===== config.mk =====
export PLATFORM = sky130hd
export DESIGN_NAME = dma_rx_engine
export DESIGN_NICKNAME = d
export VERILOG_FILES = /design/src/rtl/dma_rx_pkg.sv /design/src/rtl/dma_rx_fill.sv /design/src/rtl/dma_rx_lane.sv /design/src/rtl/dma_rx_irq.sv /design/src/rtl/dma_rx_engine.sv
export SDC_FILE = /design/constraint.sdc
export NUM_CORES = 1
export LEC_CHECK = 0
export BUFFER_PORTS_ARGS = -buffer_cell sky130_fd_sc_hd__buf_2
export CAP_MARGIN = 20
export CORE_MARGIN = 1
export CORE_UTILIZATION = 45
export DETAILED_ROUTE_END_ITERATION = 6
export PLACE_DENSITY = 0.75
export SETUP_SLACK_MARGIN = 0.1
export SYNTH_ARGS = -nofsm -noshare
export SYNTH_HDL_FRONTEND = slang
export SYNTH_SLANG_ARGS = --single-unit

===== constraint.sdc =====
create_clock -name clk_i -period 9 [get_ports clk_i]
set_input_delay 1.8 -clock clk_i [delete_from_list [all_inputs] [get_ports clk_i]]
set_output_delay 1.8 -clock clk_i [all_outputs]
set_load 0.005 [all_outputs]

===== src/rtl/dma_rx_pkg.sv =====
package dma_rx_pkg;
  // control word bit positions inside a data descriptor
  localparam int F_EOL    = 0;
  localparam int F_INTR   = 4;
  localparam int F_IN_EOP = 11;
  // context word disable bit
  localparam int CTX_DIS  = 15;
  // raw interrupt bit positions
  localparam int IRQ_W    = 4;
  localparam int IRQ_DA   = 0;
  localparam int IRQ_DB   = 1;
  localparam int IRQ_EOP  = 3;
  localparam int DESC_WORDS = 4;

  typedef enum logic [3:0] {
    S_IDLE, S_FETCH, S_RECV, S_WR_LO, S_WR_HI,
    S_CLOSE, S_WB_FLAGS, S_WB_END, S_CTX
  } rx_state_e;
endpackage


===== src/rtl/dma_rx_fill.sv =====
module dma_rx_fill #(
  parameter int AW   = 32,
  parameter int LENW = 3
) (
  input  logic [AW-1:0]   ptr_i,
  input  logic [AW-1:0]   end_i,
  input  logic [LENW-1:0] len_i,
  output logic [LENW-1:0] acc_o
);
  logic [AW-1:0] room;
  assign room  = end_i - ptr_i;
  assign acc_o = (room < AW'(len_i)) ? room[LENW-1:0] : len_i;
endmodule


===== src/rtl/dma_rx_lane.sv =====
module dma_rx_lane #(
  parameter int DW   = 32,
  parameter int NB   = DW / 8,
  parameter int OFFW = $clog2(NB),
  parameter int LENW = $clog2(NB + 1)
) (
  input  logic [DW-1:0]   data_i,
  input  logic [OFFW-1:0] off_i,
  input  logic [LENW-1:0] cnt_i,
  output logic [2*DW-1:0] wdata_o,
  output logic [2*NB-1:0] be_o
);
  logic [NB-1:0] mask;
  for (genvar i = 0; i < NB; i++) begin : g_mask
    assign mask[i] = LENW'(i) < cnt_i;
  end
  assign wdata_o = {{DW{1'b0}}, data_i} << {off_i, 3'b000};
  assign be_o    = {{NB{1'b0}}, mask} << off_i;
endmodule


===== src/rtl/dma_rx_irq.sv =====
module dma_rx_irq
  import dma_rx_pkg::*;
(
  input  logic             fire_i,
  input  logic             intr_i,
  input  logic             eop_i,
  input  logic [IRQ_W-1:0] raw_i,
  output logic [IRQ_W-1:0] set_o,
  output logic             upd_o
);
  always_comb begin
    set_o = '0;
    if (fire_i) begin
      set_o[IRQ_DA]  = intr_i;
      set_o[IRQ_DB]  = intr_i;
      set_o[IRQ_EOP] = eop_i;
    end
  end
  // only a request that changes the raw value re-evaluates the line
  assign upd_o = |(set_o & ~raw_i);
endmodule


===== src/rtl/dma_rx_engine.sv =====
module dma_rx_engine
  import dma_rx_pkg::*;
#(
  parameter int AW = 32,
  parameter int DW = 32,
  localparam int NB   = DW / 8,
  localparam int OFFW = $clog2(NB),
  localparam int LENW = $clog2(NB + 1),
  localparam int IXW  = $clog2(DESC_WORDS)
) (
  input  logic             clk_i,
  input  logic             rst_ni,
  input  logic             start_i,
  input  logic [AW-1:0]    desc_i,
  input  logic [AW-1:0]    ctx_i,
  input  logic             in_valid_i,
  output logic             in_ready_o,
  input  logic [DW-1:0]    in_data_i,
  input  logic [LENW-1:0]  in_len_i,
  input  logic             in_eop_i,
  output logic [LENW-1:0]  in_taken_o,
  output logic             mem_req_o,
  output logic             mem_we_o,
  output logic [AW-1:0]    mem_addr_o,
  output logic [NB-1:0]    mem_be_o,
  output logic [DW-1:0]    mem_wdata_o,
  input  logic             mem_ack_i,
  input  logic [DW-1:0]    mem_rdata_i,
  input  logic [IRQ_W-1:0] raw_intr_i,
  output logic [IRQ_W-1:0] raw_set_o,
  output logic             irq_update_o,
  output logic [AW-1:0]    saved_buf_o,
  output logic             eol_o
);
  rx_state_e     state_q;
  logic [IXW-1:0] idx_q;
  logic [AW-1:0] desc_q, ctx_q, next_q, end_q, ptr_q, wbase_q;
  logic [DW-1:0] flags_q;
  logic          eol_q, eop_q;
  logic [2*DW-1:0] lat_data_q;
  logic [2*NB-1:0] lat_be_q;

  logic [LENW-1:0] acc;
  logic [2*DW-1:0] lane_data;
  logic [2*NB-1:0] lane_be;
  logic            hs, chunk_done;

  dma_rx_fill #(.AW(AW), .LENW(LENW)) u_fill (
    .ptr_i(ptr_q), .end_i(end_q), .len_i(in_len_i), .acc_o(acc)
  );

  dma_rx_lane #(.DW(DW)) u_lane (
    .data_i(in_data_i), .off_i(ptr_q[OFFW-1:0]), .cnt_i(acc),
    .wdata_o(lane_data), .be_o(lane_be)
  );

  dma_rx_irq u_irq (
    .fire_i(state_q == S_CLOSE), .intr_i(flags_q[F_INTR]), .eop_i(eop_q),
    .raw_i(raw_intr_i), .set_o(raw_set_o), .upd_o(irq_update_o)
  );

  assign in_ready_o  = (state_q == S_RECV) && !eol_q;
  assign hs          = in_valid_i && in_ready_o;
  assign in_taken_o  = hs ? acc : '0;
  assign saved_buf_o = ptr_q;
  assign eol_o       = eol_q;
  assign chunk_done  = (ptr_q == end_q) || eop_q;

  always_comb begin
    mem_req_o   = 1'b0;
    mem_we_o    = 1'b0;
    mem_addr_o  = '0;
    mem_be_o    = '0;
    mem_wdata_o = '0;
    unique case (state_q)
      S_FETCH: begin
        mem_req_o  = 1'b1;
        mem_addr_o = desc_q + AW'({idx_q, {OFFW{1'b0}}});
      end
      S_WR_LO: begin
        mem_req_o   = 1'b1;
        mem_we_o    = 1'b1;
        mem_addr_o  = wbase_q;
        mem_be_o    = lat_be_q[NB-1:0];
        mem_wdata_o = lat_data_q[DW-1:0];
      end
      S_WR_HI: begin
        mem_req_o   = 1'b1;
        mem_we_o    = 1'b1;
        mem_addr_o  = wbase_q + AW'(NB);
        mem_be_o    = lat_be_q[2*NB-1:NB];
        mem_wdata_o = lat_data_q[2*DW-1:DW];
      end
      S_WB_FLAGS: begin
        mem_req_o   = 1'b1;
        mem_we_o    = 1'b1;
        mem_addr_o  = desc_q + AW'(2 * NB);
        mem_be_o    = '1;
        mem_wdata_o = flags_q | (DW'(eop_q) << F_IN_EOP);
      end
      S_WB_END: begin
        mem_req_o   = 1'b1;
        mem_we_o    = 1'b1;
        mem_addr_o  = desc_q + AW'(3 * NB);
        mem_be_o    = '1;
        mem_wdata_o = DW'(ptr_q);
      end
      S_CTX: begin
        // single byte write: neighbouring context bits stay intact
        mem_req_o   = 1'b1;
        mem_we_o    = 1'b1;
        mem_addr_o  = ctx_q;
        mem_be_o    = NB'(1) << (CTX_DIS / 8);
        mem_wdata_o = DW'(1) << CTX_DIS;
      end
      default: ;
    endcase
  end

  always_ff @(posedge clk_i or negedge rst_ni) begin
    if (!rst_ni) begin
      state_q    <= S_IDLE;
      idx_q      <= '0;
      desc_q     <= '0;
      ctx_q      <= '0;
      next_q     <= '0;
      end_q      <= '0;
      ptr_q      <= '0;
      wbase_q    <= '0;
      flags_q    <= '0;
      eol_q      <= 1'b0;
      eop_q      <= 1'b0;
      lat_data_q <= '0;
      lat_be_q   <= '0;
    end else begin
      unique case (state_q)
        S_IDLE: if (start_i) begin
          desc_q  <= desc_i;
          ctx_q   <= ctx_i;
          eol_q   <= 1'b0;
          idx_q   <= '0;
          state_q <= S_FETCH;
        end
        S_FETCH: if (mem_ack_i) begin
          unique case (idx_q)
            IXW'(0): next_q  <= AW'(mem_rdata_i);
            IXW'(1): ptr_q   <= AW'(mem_rdata_i);
            IXW'(2): flags_q <= mem_rdata_i;
            default: end_q   <= AW'(mem_rdata_i);
          endcase
          idx_q <= idx_q + 1'b1;
          if (idx_q == IXW'(DESC_WORDS - 1)) state_q <= S_RECV;
        end
        S_RECV: if (hs) begin
          ptr_q      <= ptr_q + AW'(acc);
          eop_q      <= in_eop_i;
          wbase_q    <= {ptr_q[AW-1:OFFW], {OFFW{1'b0}}};
          lat_data_q <= lane_data;
          lat_be_q   <= lane_be;
          state_q    <= (acc == '0) ? S_CLOSE : S_WR_LO;
        end
        S_WR_LO: if (mem_ack_i) begin
          if (lat_be_q[2*NB-1:NB] != '0) state_q <= S_WR_HI;
          else state_q <= chunk_done ? S_CLOSE : S_RECV;
        end
        S_WR_HI: if (mem_ack_i) state_q <= chunk_done ? S_CLOSE : S_RECV;
        S_CLOSE: state_q <= S_WB_FLAGS;
        S_WB_FLAGS: if (mem_ack_i) state_q <= S_WB_END;
        S_WB_END: if (mem_ack_i) begin
          eop_q <= 1'b0;
          if (flags_q[F_EOL]) begin
            state_q <= S_CTX;
          end else begin
            desc_q  <= next_q;
            idx_q   <= '0;
            state_q <= S_FETCH;
          end
        end
        S_CTX: if (mem_ack_i) begin
          eol_q   <= 1'b1;
          state_q <= S_IDLE;
        end
        default: state_q <= S_IDLE;
      endcase
    end
  end
endmodule


== After elaboration in Yosys (flattened, before gate mapping) ==
Cells that the tools add are included.

* Output and inout port bits: 112
* Bits in registers: 302

* Reduce and logical (&&, ||, !) cells: 29
* Shifts and indexed selects: 2
* Equal/unequal tests: 23
* Mux-type cells: 42
* Add/subtract/negate cells: 7
* Bitwise logic cells: 4
* Order comparisons: 5

{| class="wikitable"
|+ Operators by type and width
! kind !! number
|-
| 2-to-1 mux 32 bit || 6
|-
| one-hot mux 32 bit (6 select lines) || 1
|-
| one-hot mux 32 bit (5 select lines) || 1
|-
| one-hot mux 32 bit (2 select lines) || 2
|-
| adder 32 x 4 -> 32 bit (second input constant) || 2
|-
| left shift 32 x 5 -> 64 bit || 1
|-
| 2-to-1 mux 4 bit || 10
|-
| one-hot mux 4 bit (9 select lines) || 1
|-
| adder 32 x 3 -> 32 bit || 1
|-
| adder 32 x 3 -> 32 bit (second input constant) || 1
|-
| adder 32 x 4 -> 32 bit || 1
|-
| == test 32 bit || 1
|-
| < comparator 32 x 3 -> 1 bit || 1
|-
| OR 32 x 12 -> 32 bit || 1
|-
| subtractor 32 bit || 1
|-
| != test 2 bit (second input constant) || 10
|-
| == test 4 x 3 -> 1 bit (second input constant) || 4
|-
| one-hot mux 4 bit (4 select lines) || 1
|-
| 2-to-1 mux 3 bit || 5
|-
| AND reduction 3 bit || 5
|-
| 2-to-1 mux 2 bit || 5
|-
| AND reduction 9 bit || 1
|-
| == test 4 x 2 -> 1 bit (second input constant) || 2
|-
| AND reduction 4 bit || 2
|-
| 31 further kinds || 46
|}

== Depth between registers and ports, before layout ==
Gate-level depths: netlist of run 1.

* Depth in word-level cells: 7
* Depth in mapped cells: 29
* Depth with buffers taken out: 29

== Cells and area by module ==
A second synthesis of run 1 with hierarchy kept.

* Cell total of the unflattened synthesis: 2271
* Area, all modules: 20161.8 um^2

{| class="wikitable"
|+ Modules (own cells, without submodules)
! module !! times used !! area an instance (um^2) !! cells each !! seq. area each (um^2)
|-
| dma_rx_engine || 1 || 16769.8 || 1784 || 7557.2
|-
| dma_rx_fill || 1 || 2282.2 || 346 || 0.0
|-
| dma_rx_lane || 1 || 1057.3 || 133 || 0.0
|-
| dma_rx_irq || 1 || 52.6 || 8 || 0.0
|}

== Least setup slack after synthesis of run 1 ==
No wires, ideal clock.

* Kind: input to register
* Start point: input port in_len_i[1]
* End point: register ptr_q[24] (netlist: saved_buf_o[24])
* Stages: 23
* Library setup time: 0.143 ns
* Required time: 8.857 ns
* Arrival: 5.869 ns
* Slack: 2.988 ns
* Cell sequence: inv_1 > ha_1 > a21boi_0 > o21ai_0 > nand4_1 > nor4b_1 > and4_1 > nand4_1 > nor4_4 > nand4_4 > mux2i_2 > ha_1 > inv_1 > fa_1 > inv_1 > a21oi_1 > nor2_1 > nand3_1 > nor3_1 > and3_1 > nand2_1 > o22ai_1 > a22oi_1

* Word-level cells in the longest chain between the ends: 5

{| class="wikitable"
|+ Ends and longest elaborated chain
! element !! RTL line !! source
|-
| from (decl) || dma_rx_engine.sv:19 || <nowiki>input logic [LENW-1:0] in_len_i,</nowiki>
|-
| < comparator 32 x 3 -> 1 bit || dma_rx_fill.sv:12 || <nowiki>assign acc_o = (room < AW'(len_i)) ? room[LENW-1:0] : len_i;</nowiki>
|-
| 2-to-1 mux 3 bit * || dma_rx_fill.sv:12 ||
|-
| adder 32 x 3 -> 32 bit * || dma_rx_engine.sv:155 || <nowiki>ptr_q <= ptr_q + AW'(acc);</nowiki>
|-
| 2-to-1 mux 32 bit * || dma_rx_engine.sv:154 || <nowiki>S_RECV: if (hs) begin</nowiki>
|-
| one-hot mux 32 bit (2 select lines) * || dma_rx_engine.sv:136 || <nowiki>unique case (state_q)</nowiki>
|-
| to (signal assigned) || dma_rx_engine.sv:147 || <nowiki>IXW'(1): ptr_q <= AW'(mem_rdata_i);</nowiki>
|-
| to (signal assigned) || dma_rx_engine.sv:155 ||
|-
| to (decl) || dma_rx_engine.sv:37 || <nowiki>logic [AW-1:0] desc_q, ctx_q, next_q, end_q, ptr_q, wbase_q;</nowiki>
|}

Mark *: on every way between the ends. The rest lies on a longest branch, timed or not. The select of a mux whose other input is x is not followed.
A chain may end at the register's enable or synchronous reset.

== Final worst setup path of run 1 ==
* Start point: register state_q[2]
* End point: output port mem_addr_o[12]

* Word-level cells in the longest chain between the ends: 2
* Elaborated cells on any way between the ends: 7
* Those cells by class: eq/ne: 6; mux: 1

{| class="wikitable"
|+ Ends and longest elaborated chain
! element !! RTL line !! source
|-
| from (decl) || dma_rx_engine.sv:35 || <nowiki>rx_state_e state_q;</nowiki>
|-
| from (signal assigned) || dma_rx_engine.sv:160 || <nowiki>state_q <= (acc == '0) ? S_CLOSE : S_WR_LO;</nowiki>
|-
| from (signal assigned) || dma_rx_engine.sv:164 || <nowiki>else state_q <= chunk_done ? S_CLOSE : S_RECV;</nowiki>
|-
| from (signal assigned) || dma_rx_engine.sv:166 || <nowiki>S_WR_HI: if (mem_ack_i) state_q <= chunk_done ? S_CLOSE : S_RECV;</nowiki>
|-
| == test 4 bit (tied with other cells) || dma_rx_engine.sv:75 || <nowiki>unique case (state_q)</nowiki>
|-
| one-hot mux 32 bit (6 select lines) * || dma_rx_engine.sv:75 ||
|-
| to (decl) || dma_rx_engine.sv:24 || <nowiki>output logic [AW-1:0] mem_addr_o,</nowiki>
|}

Mark *: on every way between the ends. The rest lies on a longest branch, timed or not.

==> flow_metrics.tcl, run 1 <==
set metrics [dict create \
    min_period_over_period 0.861 \
    synth-compound-area-share 0.206 \
    p_int_uw 4050 \
    hp-class "reg -> reg" \
    grt_pass1_wl_um 99300 \
    grt.overflow.total 0 \
    netlist.area_leader.share 0.412 \
    synth_top_family_by_area "compound AO/OA/AOI/OAI gates" \
    gp_congestion 0.945 \
    switchingPower_uw 3330 \
    syn2layout_area_growth_pct 15.7 \
    start_kind "flip-flop" \
    whs_ns 0.466 \
    clock_sinks 293 \
    yosysSeqAreaShare 0.412 \
    critical-path-top-delay-family "simple AND/OR/NAND/NOR gates" \
    final.setup.tns_ns 0 \
    synth_most_common_cell "nand2_1" \
    rows 72 \
    drive_gt1_frac 0.228 \
    ys_ff_latch 293 \
    grt_max_degree 177 \
    async_flop_share 1.00 \
    p_sw_frac 0.451 \
    final-hold-violation-count 0 \
    layout_min_cycle_time_ns 7.75 \
    status "finished, final reports clean" \
    clock-root-buffer "clkbuf_16" \
    h-tree-depth 2 \
    critPathSlowestCell "dfrtp_1" \
    cts_tree "built" \
    maxSlewHeadroom 0.319 \
    combPwrFrac 0.471 \
    hold_buffers 0 \
    wl_met3_um 5580 \
    dp_hpwl_um 48100 \
    clockBufferDepth 3 \
    ir_worst_vdd_uv 190 \
    num_io_pins 253 \
    grt_util_all_layers 0.317 \
    rsz0062_at_grt "no" \
    initial_utilization 0.458 \
    drt-wirelength-per-cell_um 23.6 \
    ant_nets 0 \
    numCtsBuffers 34 \
    synth_common_cells "nand2_1, dfrtp_1, nor2_1" \
    end_kind "primary output" \
    synth.yosys.warnings 0 \
    synthFlopType "dfrtp_1" \
    fp.coreArea_um2 38800 \
    synthXorXnorAreaFrac 0.0221 \
    die_w_um 201 \
    clkTransAtPathRegs_ns 0.06 \
    wirelength_um 64400 \
    nets 2376 \
    postCtsSetupRepairBufs 0 \
    syn_inst 2011 \
    drt_iter0_drc 1894 \
    synth_area_per_cell_um2 8.85 \
    synth_fp_nets 2199 \
    p_per_area_nw_per_um2 359 \
    tightest_slew_ns 1.02 \
    final-setup-viol-count 0 \
    drcViolationCount 0 \
    dieArea_um2 40300 \
    yosys.area.top_type "dfrtp_1" \
    criticalPathCategory "reg -> out" \
    cap_violations 0 \
    avgViaCountPerCell 6.25 \
    p_clk_frac 0.195 \
    ctsResizeCount 0 \
    dr.pass1.iters 6 \
    wl_met1_um 27100 \
    cp.required_ns 7.20 \
    dp.cells 2670 \
    clock_skew_ns 0.00786 \
    synth_edf_count 0 \
    leakage_uw 0.00978 \
    crit_arrival_ns 5.95 \
    synth_area_leaders "dfrtp_1, mux2_2, nand2_1" \
    vias 17100 \
    maxSlewViolCount 0 \
    pwr-share-seq 0.334 \
    stdcell_count 2731 \
    synthesis.area_um2 17800 \
    grt_antenna_before_repair 5 \
    met2_length_um 29300 \
    path_buf_inv 4 \
    synth-simple-area-share 0.173 \
    critPathMaxFanout 20 \
    cpMostUsedCell "inv_1" \
    die_h_um 201 \
    synthAdderAreaFrac 0.0343 \
    path_cells "inv_1, nor2_1, nand3_1, buf_4, nand2_1, ha_1, inv_1, fa_1, nor3_1, and3_1, nor2b_1, o22ai_1, a221oi_1, o311ai_0, buf_2" \
    muxShareOfSynthArea 0.110 \
    fmax_ghz 0.129 \
    grt_pass1_vias 16400 \
    yosysUniqueCellTypes 80 \
    cpPeakStageDelay_ns 0.63 \
    insertion_delay_ns 0.53 \
    power_uw 7380 \
    highest_layer "met4" \
    port_buffers 250 \
]
-- kinds of logic (layout without fill, tap and decap cells) --
kind of cell / count (synthesis) / after routing
xor gates and xnor gates: 45 / 45
and+or+nand+nor: 694 / 694
adders and majority gates: 47 / 47
buffers and inverters: 195 / 395
muxes: 177 / 177
AOI/OAI and AO/OA: 559 / 559
other: 1 / 3
DFF: 293 / 293
-- routing by layer --
layer / up-vias / global-route usage
met5: - / 0
met4: 0 / 0.119
met3: 125 / 0.0531
met2: 898 / 0.502
met1: 8357 / 0.434
li1: 7687 / -
-- flip-flops by register name (all words and copies together) (netlist names) --
name,cells
saved_buf_o,32
state_q,4
ctx_q,32
idx_q,2
desc_q,32
flags_q,32
lat_data_q,56
wbase_q,30
end_q,32
eol_o,1
eop_q,1
lat_be_q,7
next_q,32
-- layout by cell type (no fill, tap or decap), types with 26 or more instances in the layout --
| cell | count |
|---|---|
| a21oi_1 | 129 |
| a222oi_1 | 27 |
| a22o_1 | 26 |
| a22oi_1 | 28 |
| a31oi_1 | 42 |
| and3_1 | 37 |
| buf_2 | 249 |
| clkbuf_16 | 37 |
| dfrtp_1 | 293 |
| ha_1 | 44 |
| inv_1 | 61 |
| mux2_2 | 147 |
| mux2i_1 | 29 |
| nand2_1 | 325 |
| nand3_1 | 62 |
| nand4_1 | 26 |
| nor2_1 | 160 |
| nor3_1 | 27 |
| o21ai_0 | 144 |
| xor2_1 | 27 |
-- layout make-up --
class,count,area [um^2]
fill,3578,18200
multi-input combinational,1523,9770
sequential,293,7330
timing repair buffer,275,1460
clock buffer,50,1020
tap,518,648
inverter,61,229
clock inverter,9,128
antenna,2,5.00
-- power groups by stage --
stage | Combinational, uW | Sequential, uW | Clock (uW)
after floorplan | 2280 | 2200 | 0
after CTS | 3430 | 2440 | 1450
after global placement | 3350 | 2430 | 0
after detailed placement | 3410 | 2460 | 0
final | 3480 | 2470 | 1440
after global routing | 3800 | 2530 | 1510
-- through the flow --
stage,instance area [um^2],setup slack [ns],util
finish,20600,1.25,0.530
global route,20600,0.854,0.530
floorplan,17800,2.99,-
CTS,20600,1.36,0.530
detailed placement,19400,1.71,0.501
global placement,19400,1.77,0.501
-- tightest hold or removal path, cell delays in order (launching register included) --
cell and delay, ns:
dfrtp_1 0.34, nand2_1 0.05, nand2_1 0.05
-- path summary, 6_finish.rpt --
check / start / to / slack, ns / cells past startpoint
worst max register to register: saved_buf_o[4]$_DFFE_PN0P_ / saved_buf_o[26]$_DFFE_PN0P_ / 1.88 / 24
worst min register to register: lat_data_q[25]$_DFFE_PN0P_ / lat_data_q[25]$_DFFE_PN0P_ / 0.47 / 2
max in group asynchronous: rst_ni / lat_data_q[7]$_DFFE_PN0P_ / 6.11 / 2
worst max-delay path: state_q[2]$_DFFE_PN0P_ / mem_addr_o[12] / 1.25 / 15
worst min-delay path: lat_data_q[25]$_DFFE_PN0P_ / lat_data_q[25]$_DFFE_PN0P_ / 0.47 / 2
min in group asynchronous: rst_ni / desc_q[7]$_DFFE_PN0P_ / 1.36 / 1
(Power assumes the default switching activity.)
==> inputs of run 2 (changes only) <==
--- a/config.mk
+++ b/config.mk
@@ -7,7 +7,7 @@
 export LEC_CHECK = 0
 export BUFFER_PORTS_ARGS = -buffer_cell sky130_fd_sc_hd__buf_2
 export CAP_MARGIN = 20
-export CORE_MARGIN = 1
+export CORE_MARGIN = 3
 export CORE_UTILIZATION = 45
 export DETAILED_ROUTE_END_ITERATION = 6
 export PLACE_DENSITY = 0.75
==> flow_metrics.tcl, run 2 (synthesis gave the netlist of run 1 again) <==
set metrics [dict create \
    violations "design-rule violations" \
    syn2layout_area_growth_pct 15.7 \
    p_clk_frac 0.189 \
    h-tree-depth 2 \
    switchingPower_uw 3380 \
    reg2reg_depth 24 \
    use_met2 0.489 \
    die_h_um 205 \
    fp.coreArea_um2 38800 \
    path_buf_inv 4 \
    dp_hpwl_um 49500 \
    clkTransAtPathRegs_ns 0.06 \
    end_kind "primary output" \
    post-route-util 0.530 \
    leakage_uw 0.00978 \
    hold_buffers 0 \
    grt_antenna_before_repair 10 \
    pwr-share-seq 0.336 \
    cts_tree "built" \
    clock_sinks 293 \
    grt_pass1_wl_um 99100 \
    port_buffers 250 \
    rows 72 \
    dieArea_um2 42000 \
    holdCritStartpoint "lat_data_q[27]$_DFFE_PN0P_" \
    cpMostUsedCell "inv_1" \
    tightest_slew_ns 1.03 \
    status "finished with violations" \
    clock_skew_ns 0.0221 \
    critPathMaxFanout 20 \
    regMostFlops "lat_data_q" \
    insertion_delay_ns 0.54 \
    final_common_cell "nand2_1" \
    clock-root-buffer "clkbuf_16" \
    p_per_area_nw_per_um2 358 \
    layout_min_cycle_time_ns 7.71 \
    clockBufferDepth 3 \
    rsz0062_at_grt "no" \
    p_sw_frac 0.458 \
    timing.rr.end "saved_buf_o[24]$_DFFE_PN0P_" \
    drcViolationCount 1 \
    cp.required_ns 7.20 \
    path_cells "inv_1, nor2_1, nand3_1, buf_4, nand2_1, ha_1, inv_1, fa_1, nor3_1, and3_1, nor2b_1, o22ai_1, a221oi_1, o311ai_0, buf_2" \
    final-setup-viol-count 0 \
    combPwrFrac 0.475 \
    final-hold-violation-count 0 \
    min_path_cells 2 \
    maxSlewHeadroom 0.313 \
    num_io_pins 253 \
    ant_nets 0 \
    grt_pass1_vias 16300 \
    hp-class "reg -> reg" \
    nets 2378 \
    critical-path-top-delay-family "simple AND/OR/NAND/NOR gates" \
    numCtsBuffers 34 \
    avgViaCountPerCell 6.25 \
    crit_start "state_q[2]$_DFFE_PN0P_" \
    postCtsSetupRepairBufs 0 \
    largest_reg_flops 56 \
    min_to "lat_data_q[27]$_DFFE_PN0P_" \
    gp_congestion 0.944 \
    drt_iter0_drc 1947 \
    power_uw 7370 \
    cpPeakStageDelay_ns 0.64 \
    r2r_setup_slack_ns 1.99 \
    initial_utilization 0.458 \
    wirelength_um 65900 \
    p_int_uw 3990 \
    maxSlewViolCount 0 \
    die_w_um 205 \
    start_kind "flip-flop" \
    nFillCells 3591 \
    grt_use_met3 0.0563 \
    top_usage_layer "met2" \
    min_period_over_period 0.856 \
    r2r_start "saved_buf_o[4]$_DFFE_PN0P_" \
    criticalPathCategory "reg -> out" \
    grt.overflow.total 0 \
    critPathSlowestCell "dfrtp_1" \
    final.setup.tns_ns 0 \
    grt_util_all_layers 0.306 \
    ctsResizeCount 0 \
    drive_gt1_frac 0.231 \
    use_met1 0.421 \
    ir_worst_vdd_uv 159 \
    crit_arrival_ns 5.91 \
    drt-wirelength-per-cell_um 24.1 \
    dr.pass1.iters 7 \
    fmax_ghz 0.130 \
    final_cell_mix "nand2_1, dfrtp_1, buf_2" \
    cap_violations 0 \
    vias 17100 \
    grt_max_degree 105 \
]
[run 2: changes by cell type in the layout (fill, tap and decap cells not counted), sizes merged]
| cell | before | now |
|---|---|---|
| bufinv | 3 | 0 |
| inv | 61 | 64 |
| diode | 2 | 4 |
| clkinv | 6 | 5 |
| clkinvlp | 0 | 2 |
| buf | 275 | 277 |
[run 2: per-layer routing]
layer	vias to the layer above	wire [um]	part of all wire
met4	4	2450	0.037
li1	7696	-	-
met5	-	27	0.00041
met1	8274	27500	0.42
met3	151	5860	0.089
met2	969	30000	0.46
[run 2: worst max path at each step]
stage                                  end  slack [ns]  depth (start not counted)
3_3_place_gp   saved_buf_o[24]$_DFFE_PN0P_        1.90                         24
2_1_floorplan  saved_buf_o[24]$_DFFE_PN0P_        2.99                         23
4_1_cts                     mem_addr_o[12]        1.45                         15
3_5_place_dp   saved_buf_o[24]$_DFFE_PN0P_        1.78                         24
6_report                    mem_addr_o[12]        1.29                         15
5_1_grt                     mem_addr_o[12]        1.01                         15
[run 2: layout make-up]
type	instances	area, um^2	share of cell area
Timing Repair Buffer	277	1480	0.0717
Sequential cell	293	7330	0.356
Multi-Input combinational cell	1523	9770	0.474
Clock inverter	10	81.3	0.00395
Clock buffer	50	1040	0.0506
Tap cell	518	648	0.0315
Antenna cell	4	10.0	0.000486
Inverter	61	229	0.0111
[run 2: tightest hold or removal path, delay by kind of cell, from the launching register on]
kind             cells  cell delay [ns]
flip-flops           1             0.34
AND/OR/NAND/NOR      2             0.10
[run 2: metrics by stage]
stage | instances | hold WS [ns] | instance area (um^2) | setup slack (ns)
floorplan | 2011 | 0.439 | 17800 | 2.99
global placement | 2670 | 0.451 | 19400 | 1.90
detailed placement | 2671 | 0.462 | 19400 | 1.78
CTS | 2731 | 0.476 | 20600 | 1.45
global route | 2736 | 0.492 | 20600 | 1.01
finish | 2736 | 0.469 | 20600 | 1.29
[run 2: power groups by stage]
stage	Clock, uW	Sequential, uW	Combinational (uW)
after floorplan	0	2200	2280
after global placement	0	2440	3360
after detailed placement	0	2470	3420
after CTS	1410	2450	3440
after global routing	1460	2540	3820
final	1390	2480	3500
==> inputs of run 3 (changes only) <==
--- a/config.mk
+++ b/config.mk
@@ -5,12 +5,15 @@
 export SDC_FILE = /design/constraint.sdc
 export NUM_CORES = 1
 export LEC_CHECK = 0
-export BUFFER_PORTS_ARGS = -buffer_cell sky130_fd_sc_hd__buf_2
 export CAP_MARGIN = 20
+export CELL_PAD_IN_SITES_DETAIL_PLACEMENT = 1
+export CELL_PAD_IN_SITES_GLOBAL_PLACEMENT = 1
 export CORE_MARGIN = 3
 export CORE_UTILIZATION = 45
 export DETAILED_ROUTE_END_ITERATION = 6
-export PLACE_DENSITY = 0.75
+export DONT_BUFFER_PORTS = 1
+export PLACE_DENSITY = 0.85
+export RECOVER_POWER = 100
 export SETUP_SLACK_MARGIN = 0.1
 export SYNTH_ARGS = -nofsm -noshare
 export SYNTH_HDL_FRONTEND = slang
==> flow_metrics.tcl, run 3 (synthesis gave the netlist of run 1 again) <==
set metrics [dict create \
    status "finished with violations" \
    violations "max-capacitance violations, max-slew violations" \
    hold_buffers 0 \
    hp-class "reg -> reg" \
    postCtsSetupRepairBufs 0 \
    drt-wirelength-per-cell_um 29.1 \
    start_kind "flip-flop" \
    ctsResizeCount 0 \
    avgViaCountPerCell 6.68 \
    wirelength_um 72300 \
    final.setup.tns_ns 0 \
    numCtsBuffers 35 \
    nFillCells 4471 \
    critPathSlowestCell "clkbuf_1" \
    final_common_cell "nand2_1" \
    final-hold-violation-count 0 \
    grt_antenna_before_repair 3 \
    criticalPathCategory "reg -> out" \
    maxSlewHeadroom -1.26 \
    critical-path-top-delay-family "buffers and inverters" \
    cap_violations 10 \
    nets 2128 \
    insertion_delay_ns 0.56 \
    cpPeakStageDelay_ns 2.27 \
    switchingPower_uw 3440 \
    rows 72 \
    clkTransAtPathRegs_ns 0.06 \
    grt_pass1_vias 17400 \
    port_buffers 0 \
    critPathMaxFanout 52 \
    num_io_pins 253 \
    drive_gt1_frac 0.123 \
    use_met1 0.425 \
    maxSlewViolCount 439 \
    cpMostUsedCell "nand2_1" \
    die_h_um 205 \
    top_usage_layer "met2" \
    grt_pass1_wl_um 109000 \
    ant_nets 0 \
    cts_tree "built" \
    rsz0062_at_grt "no" \
    crit_arrival_ns 6.28 \
    fp.coreArea_um2 38800 \
    gp_congestion 0.948 \
    leakage_uw 0.00870 \
    initial_utilization 0.458 \
    dp_hpwl_um 53000 \
    stdcell_count 2485 \
    syn2layout_area_growth_pct 8.53 \
    clockBufferDepth 3 \
    p_int_uw 3890 \
    h-tree-depth 2 \
    combPwrFrac 0.443 \
    dr.pass1.iters 5 \
    fmax_ghz 0.124 \
    die_w_um 205 \
    p_clk_frac 0.207 \
    clock_sinks 293 \
    pwr-share-seq 0.350 \
    ir_worst_vdd_uv 185 \
    drt_iter0_drc 1419 \
    vias 16600 \
    final-setup-viol-count 0 \
    regMostFlops "lat_data_q" \
    use_met2 0.565 \
    clock-root-buffer "clkbuf_16" \
    cp.required_ns 7.20 \
    clock_skew_ns 0.0320 \
    dieArea_um2 42000 \
    largest_reg_flops 56 \
    final_cell_mix "nand2_1, dfrtp_1, nor2_1" \
    layout_min_cycle_time_ns 8.08 \
    dp.cells 2421 \
    end_kind "primary output" \
    path_cells "inv_1, nor2_1, nand2_1, nor2_4, clkbuf_1, a222oi_1, nand2_1" \
    p_per_area_nw_per_um2 380 \
    whs_ns 0.471 \
    p_sw_frac 0.470 \
    tightest_slew_ns 3.39 \
    grt.overflow.total 0 \
    grt_use_met3 0.0775 \
    grt_max_degree 294 \
    drcViolationCount 0 \
    path_buf_inv 2 \
    grt_util_all_layers 0.340 \
    min_period_over_period 0.898 \
]
run 3: path summary, 6_finish.rpt:
| check | to | depth (start not counted) | slack (ns) | startpoint |
|---|---|---|---|---|
| max | mem_wdata_o[22] | 7 | 0.92 | state_q[2]$_DFFE_PN0P_ |
| min | lat_data_q[47]$_DFFE_PN0P_ | 2 | 0.47 | lat_data_q[47]$_DFFE_PN0P_ |
| max reg2reg | saved_buf_o[26]$_DFFE_PN0P_ | 25 | 1.12 | saved_buf_o[4]$_DFFE_PN0P_ |
| min reg2reg | lat_data_q[47]$_DFFE_PN0P_ | 2 | 0.47 | lat_data_q[47]$_DFFE_PN0P_ |
| max in group asynchronous | lat_data_q[0]$_DFFE_PN0P_ | 0 | 7.58 | rst_ni |
| min in group asynchronous | desc_q[16]$_DFFE_PN0P_ | 0 | 0.96 | rst_ni |
run 3: cell type report:
cell class | count | area, um^2 | area share
antenna | 2 | 5.00 | 0.000259
timing repair buffer | 26 | 154 | 0.00797
clock buffer | 51 | 1040 | 0.0537
inverter | 61 | 229 | 0.0119
sequential | 293 | 7330 | 0.380
tap | 518 | 648 | 0.0336
multi-input combinational | 1523 | 9730 | 0.504
clock inverter | 11 | 176 | 0.00913
run 3: per-layer routing:
metal  wire length (um)  vias up
met5                 28        -
met4               3660        4
met3               6190      186
met2              34300      816
met1              28100     8422
li1                   -     7171
run 3: worst min-delay path: cells and delay by family, from the launching register on:
| family | cells | cell delay [ns] |
|---|---|---|
| flip-flops | 1 | 0.34 |
| AND/OR/NAND/NOR | 2 | 0.10 |
run 3: metrics by stage:
| stage | worst slack, ns | util | instance area [um^2] | power, uW |
|---|---|---|---|---|
| 6_report | 0.921 | 0.497 | 19300 | 7330 |
| 4_1_cts | 1.34 | 0.499 | 19400 | 7270 |
| 3_3_place_gp | 1.71 | 0.468 | 18200 | 5540 |
| 5_1_grt | 0.652 | 0.497 | 19300 | 7750 |
| 2_1_floorplan | 2.99 | - | 17800 | 4480 |
| 3_5_place_dp | 1.63 | 0.468 | 18200 | 5710 |
run 3: power groups by stage:
| stage | sequential, uW | clock (uW) | combinational, uW |
|---|---|---|---|
| CTS | 2530 | 1530 | 3200 |
| detailed placement | 2550 | 0 | 3160 |
| finish | 2570 | 1520 | 3250 |
| floorplan | 2200 | 0 | 2280 |
| global placement | 2510 | 0 | 3030 |
| global route | 2620 | 1590 | 3540 |
